File: src/rtl/uart_rx_fifo_ctrl.sv
module uart_rx_fifo_ctrl #(
  parameter int DEPTH       = 16,
  parameter int CHAR_CYCLES = 16
) (
  input  logic                         clk,
  input  logic                         rst_n,
  input  logic                         fcr_wr,
  input  logic [7:0]                   fcr_data,
  input  logic                         rx_valid,
  input  logic [7:0]                   rx_byte,
  input  logic                         rx_break,
  input  logic                         rd_strobe,
  input  logic                         status_rd,
  input  logic                         rx_irq_en,
  input  logic                         tx_empty_req,
  output logic [7:0]                   rd_data,
  output logic [$clog2(DEPTH+1)-1:0]   rx_count,
  output logic                         data_ready,
  output logic                         break_ind,
  output logic                         overrun_err,
  output logic                         rx_data_irq,
  output logic [1:0]                   irq_code
);

  localparam int PTR_W    = $clog2(DEPTH);
  localparam int CNT_W    = $clog2(DEPTH + 1);
  localparam int TMO_LOAD = 4 * CHAR_CYCLES;
  localparam int TMO_W    = $clog2(TMO_LOAD + 1);

  logic [7:0]       mem [DEPTH];
  logic [PTR_W-1:0] wr_ptr, rd_ptr;
  logic [CNT_W-1:0] count, cap, level, next_count;
  logic             fifo_on;
  logic [1:0]       lvl_sel;
  logic [TMO_W-1:0] tmo;
  logic             pend;

  logic flush, pop, push, accept, drop;
  logic [7:0] push_byte;

  function automatic logic [PTR_W-1:0] bump(input logic [PTR_W-1:0] p);
    return (p == PTR_W'(DEPTH - 1)) ? '0 : p + PTR_W'(1);
  endfunction

  always_comb begin
    unique case (lvl_sel)
      2'b00:   level = CNT_W'(1);
      2'b01:   level = CNT_W'(4);
      2'b10:   level = CNT_W'(8);
      default: level = CNT_W'(14);
    endcase
  end

  assign flush      = fcr_wr & (fcr_data[1] | (fcr_data[0] != fifo_on));
  assign cap        = fifo_on ? CNT_W'(DEPTH) : CNT_W'(1);
  assign pop        = rd_strobe & (count != '0);
  assign push       = rx_valid | rx_break;
  assign push_byte  = rx_break ? 8'h00 : rx_byte;
  assign accept     = push & ((count < cap) | pop);
  assign drop       = push & ~accept;
  assign next_count = count + CNT_W'(accept) - CNT_W'(pop);

  always_ff @(posedge clk) begin
    if (accept && !flush) mem[wr_ptr] <= push_byte;
  end

  always_ff @(posedge clk) begin
    if (!rst_n) begin
      wr_ptr      <= '0;
      rd_ptr      <= '0;
      count       <= '0;
      fifo_on     <= 1'b0;
      lvl_sel     <= 2'b00;
      break_ind   <= 1'b0;
      overrun_err <= 1'b0;
      tmo         <= '0;
      pend        <= 1'b0;
    end else begin
      if (fcr_wr) begin
        fifo_on <= fcr_data[0];
        lvl_sel <= fcr_data[7:6];
      end
      if (flush) begin
        wr_ptr    <= '0;
        rd_ptr    <= '0;
        count     <= '0;
        break_ind <= 1'b0;
        tmo       <= '0;
        pend      <= 1'b0;
      end else begin
        if (accept) wr_ptr <= bump(wr_ptr);
        if (pop)    rd_ptr <= bump(rd_ptr);
        count <= next_count;

        if (rx_break)                        break_ind <= 1'b1;
        else if (pop && next_count == '0)    break_ind <= 1'b0;

        if (drop)           overrun_err <= 1'b1;
        else if (status_rd) overrun_err <= 1'b0;

        if (!fifo_on)                                        pend <= 1'b0;
        else if (rd_strobe)                                  pend <= 1'b0;
        else if (tmo == TMO_W'(1) && !accept && !pop)        pend <= 1'b1;

        if (!fifo_on || next_count == '0) tmo <= '0;
        else if (accept || pop)           tmo <= TMO_W'(TMO_LOAD);
        else if (tmo != '0)               tmo <= tmo - TMO_W'(1);
      end
    end
  end

  assign rx_count    = count;
  assign data_ready  = (count != '0);
  assign rd_data     = data_ready ? mem[rd_ptr] : 8'h00;
  assign rx_data_irq = rx_irq_en & data_ready & (~fifo_on | (count >= level));
  assign irq_code    = (rx_irq_en & pend) ? 2'b11 :
                       rx_data_irq        ? 2'b10 :
                       tx_empty_req       ? 2'b01 : 2'b00;

  assert_count_cap_R1: assert property (@(posedge clk) disable iff (!rst_n)
    rx_count <= cap);

  assert_overrun_keep_R2: assert property (@(posedge clk) disable iff (!rst_n)
    (push && count == cap && !rd_strobe && !flush) |=>
      (rx_count == $past(rx_count) && rd_data == $past(rd_data) && overrun_err));

  assert_break_flags_R6: assert property (@(posedge clk) disable iff (!rst_n)
    (rx_break && !flush) |=> (break_ind && data_ready));

  assert_break_needs_data_R7: assert property (@(posedge clk) disable iff (!rst_n)
    break_ind |-> data_ready);

  assert_flush_clears_R8: assert property (@(posedge clk) disable iff (!rst_n)
    flush |=> (rx_count == '0 && irq_code != 2'b11 && !break_ind));

  assert_pend_nonempty_R9: assert property (@(posedge clk) disable iff (!rst_n)
    pend |-> data_ready);

  assert_legacy_single_R10: assert property (@(posedge clk) disable iff (!rst_n)
    !fifo_on |-> (rx_count <= CNT_W'(1) && !pend));

  assert_empty_read_R11: assert property (@(posedge clk) disable iff (!rst_n)
    (rd_strobe && count == '0 && !push && !flush) |=> (rx_count == '0 && rd_data == 8'h00));

endmodule

File: config.mk
export PLATFORM = sky130hd
export DESIGN_NAME = uart_rx_fifo_ctrl
export DESIGN_NICKNAME = d
export VERILOG_FILES = /design/src/rtl/uart_rx_fifo_ctrl.sv
export SDC_FILE = /design/constraint.sdc
export NUM_CORES = 1
export LEC_CHECK = 0
export BUFFER_PORTS_ARGS = -buffer_cell sky130_fd_sc_hd__buf_2
export CORE_MARGIN = 5
export CORE_UTILIZATION = 65
export DETAILED_ROUTE_END_ITERATION = 10
export MAX_ROUTING_LAYER = met4
export PLACE_DENSITY = 0.85
export SLEW_MARGIN = 30
export SYNTH_ARGS = -nofsm -noshare
export SYNTH_HDL_FRONTEND = slang
export SYNTH_SLANG_ARGS = --single-unit
File: constraint.sdc
create_clock -name clk -period 10.2 [get_ports clk]
set_clock_uncertainty 0.2 [all_clocks]
set_input_delay 2.04 -clock clk [delete_from_list [all_inputs] [get_ports clk]]
set_output_delay 2.04 -clock clk [all_outputs]
set_load 0.02 [all_outputs]
# Yosys cells after proc, flatten, opt, wreduce, memory -nomap -nowiden
# Memory sizes are Yosys's and may differ from the RTL's. A register that Yosys moved wholly into a read port is not among the register bits.
# Cells that the tools add are included.
# classes
n_mux	19
n_addsub	5
n_eq_ne	6
reduce_logical	22
bitwise	15
n_lt_le_gt_ge	2
# ops
op	count
$mux 4	4
$mux 8	2
$mux 7	2
$pmux 4 s3	1
$add 4x1->4 const B	2
$eq 4x4->1 const B	2
$reduce_or 4->1	2
$and 1x1->1	7
$eq 7x1->1 const B	1
$mux 1	7
$reduce_bool 7->1	1
$sub 7x1->7 const B	1
$reduce_bool 2->1	3
$add 5x1->5	1
$ge 5x5->1	1
$logic_not 5->1	1
$lt 5x5->1	1
$mux 5	1
$reduce_bool 5->1	1
$sub 5x1->5	1
$logic_and 1x1->1	4
$logic_not 1->1	4
$mux 2	2
$not 1->1	4
9 further kinds	13
# word_totals
memories	1
inputBits	25
output_inout_bits	19
mem_bits_rw	128
word_cells	80
regBits	26
# memory_table
memory	words	word_bits	read_ports	rd_clocked_by_memory_dff	wr	line	source
mem	16	8	1	1	1	30	logic [7:0] mem [DEPTH];

# Longest topological paths before layout
# depth
word_depth	10
ltp_mapped	17
mapped_depth_nobuf	16

# Least setup slack after synthesis
# OpenSTA, ideal clock, no wires.
# synth_timing
kind	input to output
start	input rx_irq_en
end	output irq_code[0]
required_ns	7.960
path_buffers	0
arrival_time_ns	2.427
path_slack_ns	5.533
stages	2
path_cell_list	nand4_1 -> a22o_1
# synth_between
elab_chain_cells	4
elab_cells_between_ends	5
cone_classes	2 x mux; 3 x bitwise
# synth_lines
element	line	source
start, declared	14	input logic rx_irq_en,
$and 1x1->1 (2 in series)	115	assign rx_data_irq = rx_irq_en & data_ready & (~fifo_on | (count >= level));
$mux 2	117	rx_data_irq ? 2'b10 :
$mux 2 (*)	116	assign irq_code = (rx_irq_en & pend) ? 2'b11 :
end, declared	22	output logic [1:0] irq_code
# Every way passes the cells marked *; elsewhere a longest branch is shown, timed or not.

==> flow_summary.yaml <==
critical_path:
  worstReg2RegEnd: "tmo[1]"
  arrival_ns: 2.80
  reg2reg_depth: 15
  setup.worst_path.start_class: "flip-flop"
  crit_fanout: 48
  regToRegSetupSlack_ns: 6.36
  worstPathRequired_ns: 7.96
  r2r-start: "rx_count[1]"
  crit_type: "flip-flop to output port"
  end_kind: "output port"
clocking:
  cts_tree: "yes"
  clock-sinks: 158
  clock_latency_ns: 0.52
  clk_pin_slew_ns: 0.06
  clock_path_buffers: 2
  cts_buffers: 17
  clockRootBuffer: "clkbuf_8"
  hold_buffers: 0
  htreeDepth: 4
  postCtsSetupBuffers: 0
  ctsResizeCount: 0
synthesis:
  yosys.area_share.simple_pct: 7.895
  yosys.area.top_type: "edfxtp_1"
  yosys_warnings: 0
  synth_commonest_cells: "128 x edfxtp_1, 41 x nor2_1, 40 x nand2_1"
  synth_most_common_cell: "edfxtp_1"
  synth_xor_xnor_area_share_pct: 1.300
  syn_area_um2: 6735
  yosysTopAreaCellShare_pct: 57.07
  synth_compound_area_share_pct: 6.316
  ys_types: 50
  synth_edf_count: 128
  synthMuxAreaShare_pct: 12.17
  avgSynthCellArea_um2: 14.52
  yosys-top-cells-area: "edfxtp_1 57%, dfxtp_1 8.9%, mux2i_1 5.6%"
  ys_seq_elements: 158
  netlist_instances: 464
  synthFlopType: "edfxtp_1"
  synth_fp_nets: 510
  async_flop_share_pct: 0
  yosys.area_share.adder_pct: 4.013
  ys_seq_area_share_pct: 65.99
  synth_top_family_by_area: "multiplexers"
worst_hold_path:
  hold_depth: 2
  hold_end: "overrun_err"
  hp-start: "overrun_err"
  hold_class: "flip-flop to flip-flop"
outcome:
  status: "complete, no violations"
power_and_ir_drop:
  fin_total_pwr_mw: 1.864
  clkPwrFrac_pct: 37.6
  vdd_drop_max_mv: 0.1653
  p_sw_mw: 0.5040
  p_leak_nw: 2.703
  swShare_pct: 27.04
  internal_power_mw: 1.360
  p_per_area_nw_per_um2: 240.5
  p_seq_share_pct: 40.3
  pwr-share-comb_pct: 22.0
final_layout:
  n_fill_cell: 601
  nets: 557
  final-seq-area_um2: 4446
  area_delta_synth_final_pct: 15.07
  multi_input_area_um2: 2155
  final_layout_size_suffix_gt1_share_pct: 20.61
routing:
  drt_wl_total_um: 13430
  wl_per_cell_um: 20.31
  viasPerCell: 6.076
  firstDrtPassIters: 5
  dr_total_vias: 4016
  detail_route.iter0.violations: 292
  drc_errors: 0
  detail-route-antenna-nets: 0
floorplan:
  coreArea_um2: 10230
  die_x_um: 111.8
  dieHeight_um: 111.8
  num_rows: 37
  initial_core_util_pct: 65.83
  die-area_um2: 12500
  io-pin-count: 44
timing:
  setup_violations: 0
  hold_viol: 0
  worstMarginPinSlew_ns: 0.9332
  fmax_mhz: 198.3
  period_share_pct: 49.44
  fin_tns_setup_ns: 0
  finalMaxSlewViolations: 0
  rsz0062_at_grt: "no"
  maxSlewHeadroom_pct: 37.55
  fin_crit_ns: 5.043
placement:
  io_buffers: 39
  gp_congestion: 0.8333
  dp_hpwl_um: 8469
global_route:
  grt_pass1_wl_um: 21770
  grt_pass1_vias: 4183
  grt_use_total_pct: 23.71
  antenna_found_initial: 1
  grt-ovfl-total: 0
  grt_start_max_net_pins: 49
run:
  cap_violations: 0
[routing by layer]
metal  track usage (%)  vias up  share of wire (%)
met5                 -        -                  0
met4             10.38        0                2.7
met3             6.304       31                6.8
met2             38.05      170                 51
met1             28.40     1974                 39
li1                  -     1841                  -
[critical path: stages (launching register included)]
cell	delay, ns
dfxtp_2	0.31
buf_4	0.64
mux4_2	0.61
mux2i_1	0.26
o21ai_0	0.21
buf_2	0.22
[power groups by stage]
stage | clock, mW | combinational, mW | sequential [mW]
6_report | 0.702 | 0.410 | 0.752
3_3_place_gp | 0 | 0.397 | 0.762
2_1_floorplan | 0 | 0.296 | 0.767
4_1_cts | 0.708 | 0.410 | 0.753
5_1_grt | 0.745 | 0.449 | 0.755
3_5_place_dp | 0 | 0.406 | 0.765
[final cells by class]
type	instances	share of cell area [%]
multi-input cells	270	27.80
well taps	136	2.196
diodes	1	0.03229
clock buffers	19	5.441
flip-flops and latches	158	57.36
repair buffers	42	2.809
clock inverters	13	3.132
inverters	22	1.227
[state kept, by name, indices dropped and copies added, names as in the netlist, named ones only]
name         count
tmo              7
fifo_on          1
pend             1
lvl_sel          2
overrun_err      1
rd_ptr           4
mem            128
rx_count         5
break_ind        1
wr_ptr           4
[worst max path at each step]
stage | start | end | slack, ns | cells past startpoint
2_1_floorplan | rx_irq_en | irq_code[0] | 5.53 | 2
3_3_place_gp | rx_break | tmo[1] | 5.29 | 13
3_5_place_dp | rx_break | tmo[2] | 5.21 | 13
4_1_cts | flip-flop | rd_data[4] | 5.17 | 5
5_1_grt | flip-flop | rd_data[4] | 5.02 | 5
6_report | flip-flop | rd_data[4] | 5.16 | 5
[per-stage QoR]
stage / instances / cell area (µm²) / utilization, % / hold WS (ns) / worst slack, ns
floorplan: 464 / 6735 / - / 0.2625 / 5.533
global placement: 628 / 7063 / 69.04 / 0.2503 / 5.288
detailed placement: 628 / 7063 / 69.04 / 0.2545 / 5.215
CTS: 660 / 7727 / 75.53 / 0.2636 / 5.170
global route: 661 / 7750 / 75.75 / 0.3065 / 5.024
finish: 661 / 7750 / 75.75 / 0.2612 / 5.157
[logic make-up after synthesis]
family                   Yosys count
AO/OA/AOI/OAI                     60
XOR/XNOR                          10
AND/OR/NAND/NOR                  118
flip-flops                       158
buffers and inverters             36
multiplexers                      61
adder cells (fa/ha/maj)           21
[placed cells by master, fill, tap and decap left out, types with 3 or more instances in the layout]
master	n
a211oi_1	3
a21oi_1	11
a221oi_1	4
a22oi_1	4
buf_2	39
buf_4	3
bufinv_16	7
clkbuf_16	16
dfxtp_1	29
edfxtp_1	128
ha_1	20
inv_1	21
mux2_2	7
mux2i_1	38
mux4_2	16
nand2_1	40
nand2b_1	3
nand3_1	4
nor2_1	41
nor2b_1	5
nor2b_2	8
nor3_1	5
o211ai_1	7
o21ai_0	11
xnor2_1	5
xor2_1	5
Note: power is estimated with default switching activity, not from simulation.
